$ cat src/rtl/bayer_demosaic_pkg.sv
package bayer_demosaic_pkg;
  typedef enum logic {PAT_A = 1'b0, PAT_B = 1'b1} row_pat_e;
  localparam int N_LINES = 3;
  localparam int N_TAPS  = 4;
  // tap slots: column -1, 0, +1, +2 relative to the even column
  localparam int TAP_M1 = 0;
  localparam int TAP_E  = 1;
  localparam int TAP_O  = 2;
  localparam int TAP_P2 = 3;
  localparam int CH_R = 0;
  localparam int CH_G = 1;
  localparam int CH_B = 2;
  localparam int N_CH = 3;
endpackage

$ cat src/rtl/bayer_line_tap.sv
module bayer_line_tap
  import bayer_demosaic_pkg::*;
#(
  parameter int PIX_W = 10
) (
  input  logic                          clk_i,
  input  logic                          rst_ni,
  input  logic                          load_i,
  input  logic                          sol_i,
  input  logic                          repl_i,
  input  logic [PIX_W-1:0]              even_i,
  input  logic [PIX_W-1:0]              odd_i,
  output logic [N_TAPS-1:0][PIX_W-1:0]  tap_o
);
  logic [PIX_W-1:0] left_q, even_q, odd_q;

  always_ff @(posedge clk_i or negedge rst_ni) begin
    if (!rst_ni) begin
      left_q <= '0;
      even_q <= '0;
      odd_q  <= '0;
    end else if (load_i) begin
      // first pair of a line: column -1 copies column 0
      left_q <= sol_i ? even_i : odd_q;
      even_q <= even_i;
      odd_q  <= odd_i;
    end
  end

  always_comb begin
    tap_o[TAP_M1] = left_q;
    tap_o[TAP_E]  = even_q;
    tap_o[TAP_O]  = odd_q;
    tap_o[TAP_P2] = repl_i ? odd_q : even_i;
  end
endmodule

$ cat src/rtl/bayer_pair_kernel.sv
module bayer_pair_kernel
  import bayer_demosaic_pkg::*;
#(
  parameter int PIX_W = 10
) (
  input  row_pat_e                      pat_i,
  input  logic [N_TAPS-1:0][PIX_W-1:0]  x_i,
  input  logic [N_TAPS-1:0][PIX_W-1:0]  y_i,
  input  logic [N_TAPS-1:0][PIX_W-1:0]  z_i,
  output logic [N_CH-1:0][PIX_W-1:0]    even_o,
  output logic [N_CH-1:0][PIX_W-1:0]    odd_o
);
  localparam int SUM_W = PIX_W + 2;

  function automatic logic [PIX_W-1:0] avg2(input logic [PIX_W-1:0] a, input logic [PIX_W-1:0] b);
    logic [SUM_W-1:0] s;
    s = SUM_W'(a) + SUM_W'(b) + SUM_W'(1);
    return s[PIX_W:1];
  endfunction

  function automatic logic [PIX_W-1:0] avg4(input logic [PIX_W-1:0] a, input logic [PIX_W-1:0] b,
                                            input logic [PIX_W-1:0] c, input logic [PIX_W-1:0] d);
    logic [SUM_W-1:0] s;
    s = SUM_W'(a) + SUM_W'(b) + SUM_W'(c) + SUM_W'(d) + SUM_W'(2);
    return s[PIX_W+1:2];
  endfunction

  always_comb begin
    if (pat_i == PAT_A) begin
      even_o[CH_R] = avg2(y_i[TAP_M1], y_i[TAP_O]);
      even_o[CH_G] = y_i[TAP_E];
      even_o[CH_B] = avg2(x_i[TAP_E], z_i[TAP_E]);
      odd_o[CH_R]  = y_i[TAP_O];
      odd_o[CH_G]  = avg4(x_i[TAP_O], y_i[TAP_E], y_i[TAP_P2], z_i[TAP_O]);
      odd_o[CH_B]  = avg4(x_i[TAP_E], x_i[TAP_P2], z_i[TAP_E], z_i[TAP_P2]);
    end else begin
      even_o[CH_R] = avg4(x_i[TAP_M1], x_i[TAP_O], z_i[TAP_M1], z_i[TAP_O]);
      even_o[CH_G] = avg4(x_i[TAP_E], y_i[TAP_M1], y_i[TAP_O], z_i[TAP_E]);
      even_o[CH_B] = y_i[TAP_E];
      odd_o[CH_R]  = avg2(x_i[TAP_O], z_i[TAP_O]);
      odd_o[CH_G]  = y_i[TAP_O];
      odd_o[CH_B]  = avg2(y_i[TAP_E], y_i[TAP_P2]);
    end
  end
endmodule

$ cat src/rtl/bayer_demosaic_3x3.sv
module bayer_demosaic_3x3
  import bayer_demosaic_pkg::*;
#(
  parameter int PIX_W = 10
) (
  input  logic             clk_i,
  input  logic             rst_ni,
  input  logic             in_valid_i,
  input  logic             sof_i,
  input  logic             sol_i,
  input  logic             eol_i,
  input  logic [PIX_W-1:0] x_even_i,
  input  logic [PIX_W-1:0] x_odd_i,
  input  logic [PIX_W-1:0] y_even_i,
  input  logic [PIX_W-1:0] y_odd_i,
  input  logic [PIX_W-1:0] z_even_i,
  input  logic [PIX_W-1:0] z_odd_i,
  output logic             out_valid_o,
  output logic [PIX_W-1:0] even_r_o,
  output logic [PIX_W-1:0] even_g_o,
  output logic [PIX_W-1:0] even_b_o,
  output logic [PIX_W-1:0] odd_r_o,
  output logic [PIX_W-1:0] odd_g_o,
  output logic [PIX_W-1:0] odd_b_o
);
  logic [N_LINES-1:0][PIX_W-1:0] ln_even, ln_odd;
  logic [N_LINES-1:0][N_TAPS-1:0][PIX_W-1:0] taps;
  logic [N_CH-1:0][PIX_W-1:0] even_d, odd_d, even_q, odd_q;

  logic     pend_q, last_q, emit, out_valid_q;
  row_pat_e line_pat_q, cur_pat_q, new_pat;

  assign ln_even = {z_even_i, y_even_i, x_even_i};
  assign ln_odd  = {z_odd_i, y_odd_i, x_odd_i};

  // a held pair leaves when its right neighbour arrives or it closes the line
  assign emit = pend_q && (last_q || in_valid_i);

  always_comb begin
    new_pat = line_pat_q;
    if (sol_i) new_pat = sof_i ? PAT_A : row_pat_e'(~line_pat_q);
  end

  for (genvar l = 0; l < N_LINES; l++) begin : g_line
    bayer_line_tap #(.PIX_W(PIX_W)) u_tap (
      .clk_i  (clk_i),
      .rst_ni (rst_ni),
      .load_i (in_valid_i),
      .sol_i  (sol_i),
      .repl_i (last_q),
      .even_i (ln_even[l]),
      .odd_i  (ln_odd[l]),
      .tap_o  (taps[l])
    );
  end

  bayer_pair_kernel #(.PIX_W(PIX_W)) u_kernel (
    .pat_i  (cur_pat_q),
    .x_i    (taps[0]),
    .y_i    (taps[1]),
    .z_i    (taps[2]),
    .even_o (even_d),
    .odd_o  (odd_d)
  );

  always_ff @(posedge clk_i or negedge rst_ni) begin
    if (!rst_ni) begin
      pend_q     <= 1'b0;
      last_q     <= 1'b0;
      line_pat_q <= PAT_B;  // first line after reset toggles to A
      cur_pat_q  <= PAT_A;
    end else if (in_valid_i) begin
      pend_q     <= 1'b1;
      last_q     <= eol_i;
      line_pat_q <= new_pat;
      cur_pat_q  <= new_pat;
    end else if (emit) begin
      pend_q <= 1'b0;
    end
  end

  always_ff @(posedge clk_i or negedge rst_ni) begin
    if (!rst_ni) begin
      out_valid_q <= 1'b0;
      even_q      <= '0;
      odd_q       <= '0;
    end else begin
      out_valid_q <= emit;
      if (emit) begin
        even_q <= even_d;
        odd_q  <= odd_d;
      end
    end
  end

  assign out_valid_o = out_valid_q;
  assign even_r_o = even_q[CH_R];
  assign even_g_o = even_q[CH_G];
  assign even_b_o = even_q[CH_B];
  assign odd_r_o  = odd_q[CH_R];
  assign odd_g_o  = odd_q[CH_G];
  assign odd_b_o  = odd_q[CH_B];
endmodule

$ cat config.mk
export PLATFORM = sky130hd
export DESIGN_NAME = bayer_demosaic_3x3
export DESIGN_NICKNAME = d
export VERILOG_FILES = /design/src/rtl/bayer_demosaic_pkg.sv /design/src/rtl/bayer_line_tap.sv /design/src/rtl/bayer_pair_kernel.sv /design/src/rtl/bayer_demosaic_3x3.sv
export SDC_FILE = /design/constraint.sdc
export NUM_CORES = 1
export LEC_CHECK = 0
export ABC_AREA = 1
export BUFFER_PORTS_ARGS = -buffer_cell sky130_fd_sc_hd__buf_2
export CAP_MARGIN = 10
export CORE_MARGIN = 2
export CORE_UTILIZATION = 55
export DETAILED_ROUTE_END_ITERATION = 16
export PLACE_DENSITY_LB_ADDON = 0.15
export SYNTH_ARGS = -nofsm -noshare
export SYNTH_HDL_FRONTEND = slang
export SYNTH_SLANG_ARGS = --single-unit
$ cat constraint.sdc
create_clock -name clk_i -period 3.95 [get_ports clk_i]
set_input_delay 0.79 -clock clk_i [delete_from_list [all_inputs] [get_ports clk_i]]
set_output_delay 0.79 -clock clk_i [all_outputs]
set_load 0.03 [all_outputs]
==> results.toml <==
[flow_run]
maxCapViolations = 0

[yosys]
yosys.area.top_type_share = 0.291
mappedNetlistArea_um2 = 13200
synthMuxAreaShare = 0
synth_xor_area_frac = 0.0318
synth_top_family_by_area = "simple AND/OR/NAND/NOR gates"
synthMostInstantiatedCell = "nand2_1"
cell_types_with_the_highest_counts_after_synthesis = "nand2_1 (454), inv_1 (249), o21ai_0 (223)"
synth_cell_type_count = 40
netlist_instances = 1854
yosys_warnings = 0
yosysSeqAreaShare = 0.293
number_of_flip_flops_and_latches_in_the_synthesized_netlist = 155
synthSimpleGateAreaFrac = 0.226
synthFlopType = "dfrtp_1"
synth_area_leaders = "dfrtp_1 (29%), nand2_1 (13%), ha_1 (11%)"
synth_compound_gate_area_share = 0.180
synth_enable_flop_cells = 0
synth_largest_area_cell = "dfrtp_1"
postSynth.asyncResetShare = 1.00
postSynthAreaPerCell_um2 = 7.14
synth_fa_ha_area_frac = 0.179
syn_nets = 2084

[worst_setup_path]
timing.critical_path.required_ns = 4.33
r2r_setup_slk_ns = 0.19
worstReg2RegEnd = "even_r_o[7]$_DFFE_PN0P_"
nature_of_the_critical_path_startpoint = "flip-flop"
timing.critical_path.to_type = "flip-flop"
critical_path.slowest_cell = "fa_1"
critical_path_s_most_frequent_cell = "nand2_1"
crit_path_max_fo = 5
timing_worst_setup_path_type = "reg -> reg"
r2r_start = "g_line[0].u_tap.odd_q[0]$_DFFE_PN0P_"
critical_path.max_stage_delay_ns = 0.50
worstPathCellList = "ha_1 > fa_1 > a21oi_1 > o21ai_0 > xor2_1 > fa_1 > inv_1 > ha_1 > a21oi_1 > a21boi_1 > nand3_1 > nand2_1 > nand3_1 > nand2_1 > nand2_1 > nand2_1"
cell_count_of_the_worst_reg_to_reg_path = 16
crit_arrival_ns = 4.14

[cts]
ctsRootBufferMaster = "clkbuf_16"
clock_buffer_count_from_cts = 17
clock_insertion_delay_worst_skew_ns = 0.44
cts_buffer_depth = 2
tritoncts = "done"
clk_transition_reported_paths_ns = 0.08
ctsHtreeMaxLevel = 4
cts_sinks = 155

[drt]
routed_len_inst_um = 19.7
count_of_nets_left_with_antenna_violations_after_detail_routing = 0
dr_total_vias = 13200
top_layer = "met5"
routed_via_density = 5.66
drt_iter0_markers = 1129
route.met2.wl_mm = 20.3
met3_length_mm = 4.38
routed_wirelength_mm = 45.9
route.layer.met1.wl_mm = 19.2
first_drt_pass_iteration_count = 7
route.detailed.drc = 0

[power]
net_sw_frac = 0.499
power.density_cell_area_nw_per_um2 = 649
share_clk_of_total_power = 0.182
internal_power_mw = 4.91
power.ir.vdd_worst_uv = 270
share_seq_of_total_power = 0.228
static_leakage_power_nw = 8.02
power_switching_mw = 4.89
power_mw = 9.80
combPwrFrac = 0.590

[global_route]
grt_pass1_vias = 12700
grt_start_max_net_pins = 75
antenna_found_initial = 3
grt_use_total = 0.365
grt.overflow.total = 0
grt_pass1_wl_mm = 70.4

[sta]
final.min_clock_period_ns = 3.76
final.setup_skew_ns = 0.0110
setup_viol = 0
period_share = 0.952
timing.max_slew.rel_slack = 0.403
grt_setup_unrepaired = "no"
max_freq_ghz = 0.266
hold_violations = 0
slew_viol_final = 0
setup_ws_ns = 0.191
timing_worst_slew_pin_value_ns = 0.890

[status]
outcome = "finished clean"

[hold_path]
hold_path.class = "in -> async"

[final_layout]
flow.area_growth_from_synthesis_pct = 14.2
design.final.nets = 2227
share_of_post_route_cells_with_drive_strength_above_1 = 0.118

[floorplanning]
die_width_um = 159
fp.coreArea_um2 = 23500
floorplan.initialDensity = 0.562
die_area_um2 = 25300
io-pin-count = 127
row_count = 56
fp.dieH_um = 159

[placement]
gp_congestion = 0.956
place.detailed.hpwl_mm = 35.8
preCtsSetupSlack_ns = -0.0439
buffer_ports.inserted = 126
[worst max-delay path, delay by kind of cell, from the launching register on]
kind | cells | cell delay [ns]
adders and majority gates | 4 | 1.67
and+or+nand+nor | 6 | 0.54
AOI/OAI and AO/OA | 4 | 0.79
buffers and inverters | 1 | 0.05
DFF | 1 | 0.47
xor gates and xnor gates | 1 | 0.18
[final cells by class]
type / instances / area (µm²)
well taps: 319 / 399
flip-flops and latches: 155 / 3880
inverters: 252 / 951
clock inverters: 15 / 193
clock buffers: 17 / 425
repair buffers: 181 / 1060
fillers: 2256 / 8430
diodes: 1 / 2.50
multi-input cells: 1390 / 8190
[power groups by stage]
stage | clock, mW | sequential (mW) | combinational (mW)
finish | 1.78 | 2.24 | 5.78
global route | 1.86 | 2.27 | 6.48
CTS | 1.79 | 2.23 | 5.68
detailed placement | 0 | 2.25 | 5.65
global placement | 0 | 2.24 | 5.61
floorplan | 0 | 2.68 | 3.54
[metal layers]
layer | GRT usage | vias up
met5 | 0 | -
met4 | 0.154 | 6
met3 | 0.0998 | 115
met2 | 0.572 | 561
met1 | 0.478 | 6127
li1 | - | 6370
[cell families after synthesis]
| group | after synthesis |
|---|---|
| AND/OR/NAND/NOR | 733 |
| AO/OA/AOI/OAI | 445 |
| adder cells (fa/ha/maj) | 164 |
| XOR/XNOR | 48 |
| flip-flops | 155 |
| buffers and inverters | 309 |
[metrics by stage]
stage	std cells	util	TNS (ns)	hold WS [ns]	area, µm²
floorplan	1854	-	0	0.457	13200
detailed placement	2295	0.613	-0.0949	0.461	14400
global placement	2295	0.613	-0.0440	0.458	14400
CTS	2327	0.640	0	0.404	15100
global route	2329	0.642	0	0.422	15100
finish	2330	0.642	0	0.376	15100
[state kept, by name (all words and copies together) (netlist names)]
register,flops
even_g_o,10
even_b_o,10
g_line.u_tap.even_q,30
even_r_o,10
odd_b_o,10
cur_pat_q,1
line_pat_q,1
g_line.u_tap.left_q,30
last_q,1
odd_r_o,10
g_line.u_tap.odd_q,30
out_valid_o,1
pend_q,1
odd_g_o,10
[cells in the final DEF (no fill, tap or decap), types with 17 or more instances in the layout]
master     synthesis  layout
a21oi_1          153     147
buf_2             15     124
buf_4              1      55
clkbuf_16          0      17
dfrtp_1          154     152
fa_1              43      42
ha_1             121     121
inv_1            249     248
nand2_1          454     454
nand3_1           89      89
nand4_1           18      18
nor2_1           142     141
o21ai_0          223     216
xnor2_1           17      17
xor2_1            31      31
[how the worst max path moves through the flow]
stage                                         start                 endpoint  slack, ns  cells after the start
6_report       g_line[0].u_tap.odd_q[0]$_DFFE_PN0P_  even_r_o[7]$_DFFE_PN0P_       0.19                     16
3_3_place_gp                            x_even_i[0]   odd_b_o[7]$_DFFE_PN0P_      -0.04                     18
5_1_grt                          last_q$_DFFE_PN0P_   odd_b_o[7]$_DFFE_PN0P_       0.01                     22
2_1_floorplan                           x_even_i[0]   odd_b_o[8]$_DFFE_PN0P_       0.24                     18
4_1_cts        g_line[0].u_tap.odd_q[0]$_DFFE_PN0P_  even_r_o[7]$_DFFE_PN0P_       0.21                     16
3_5_place_dp                            x_even_i[0]   odd_b_o[7]$_DFFE_PN0P_      -0.04                     20
[what timing repair did]
action	in CTS	in global routing
endpoints found under the setup margin	0	10
hold buffers	0	0
setup buffers	0	2
resized for setup	0	22
(Power assumes the default switching activity.)
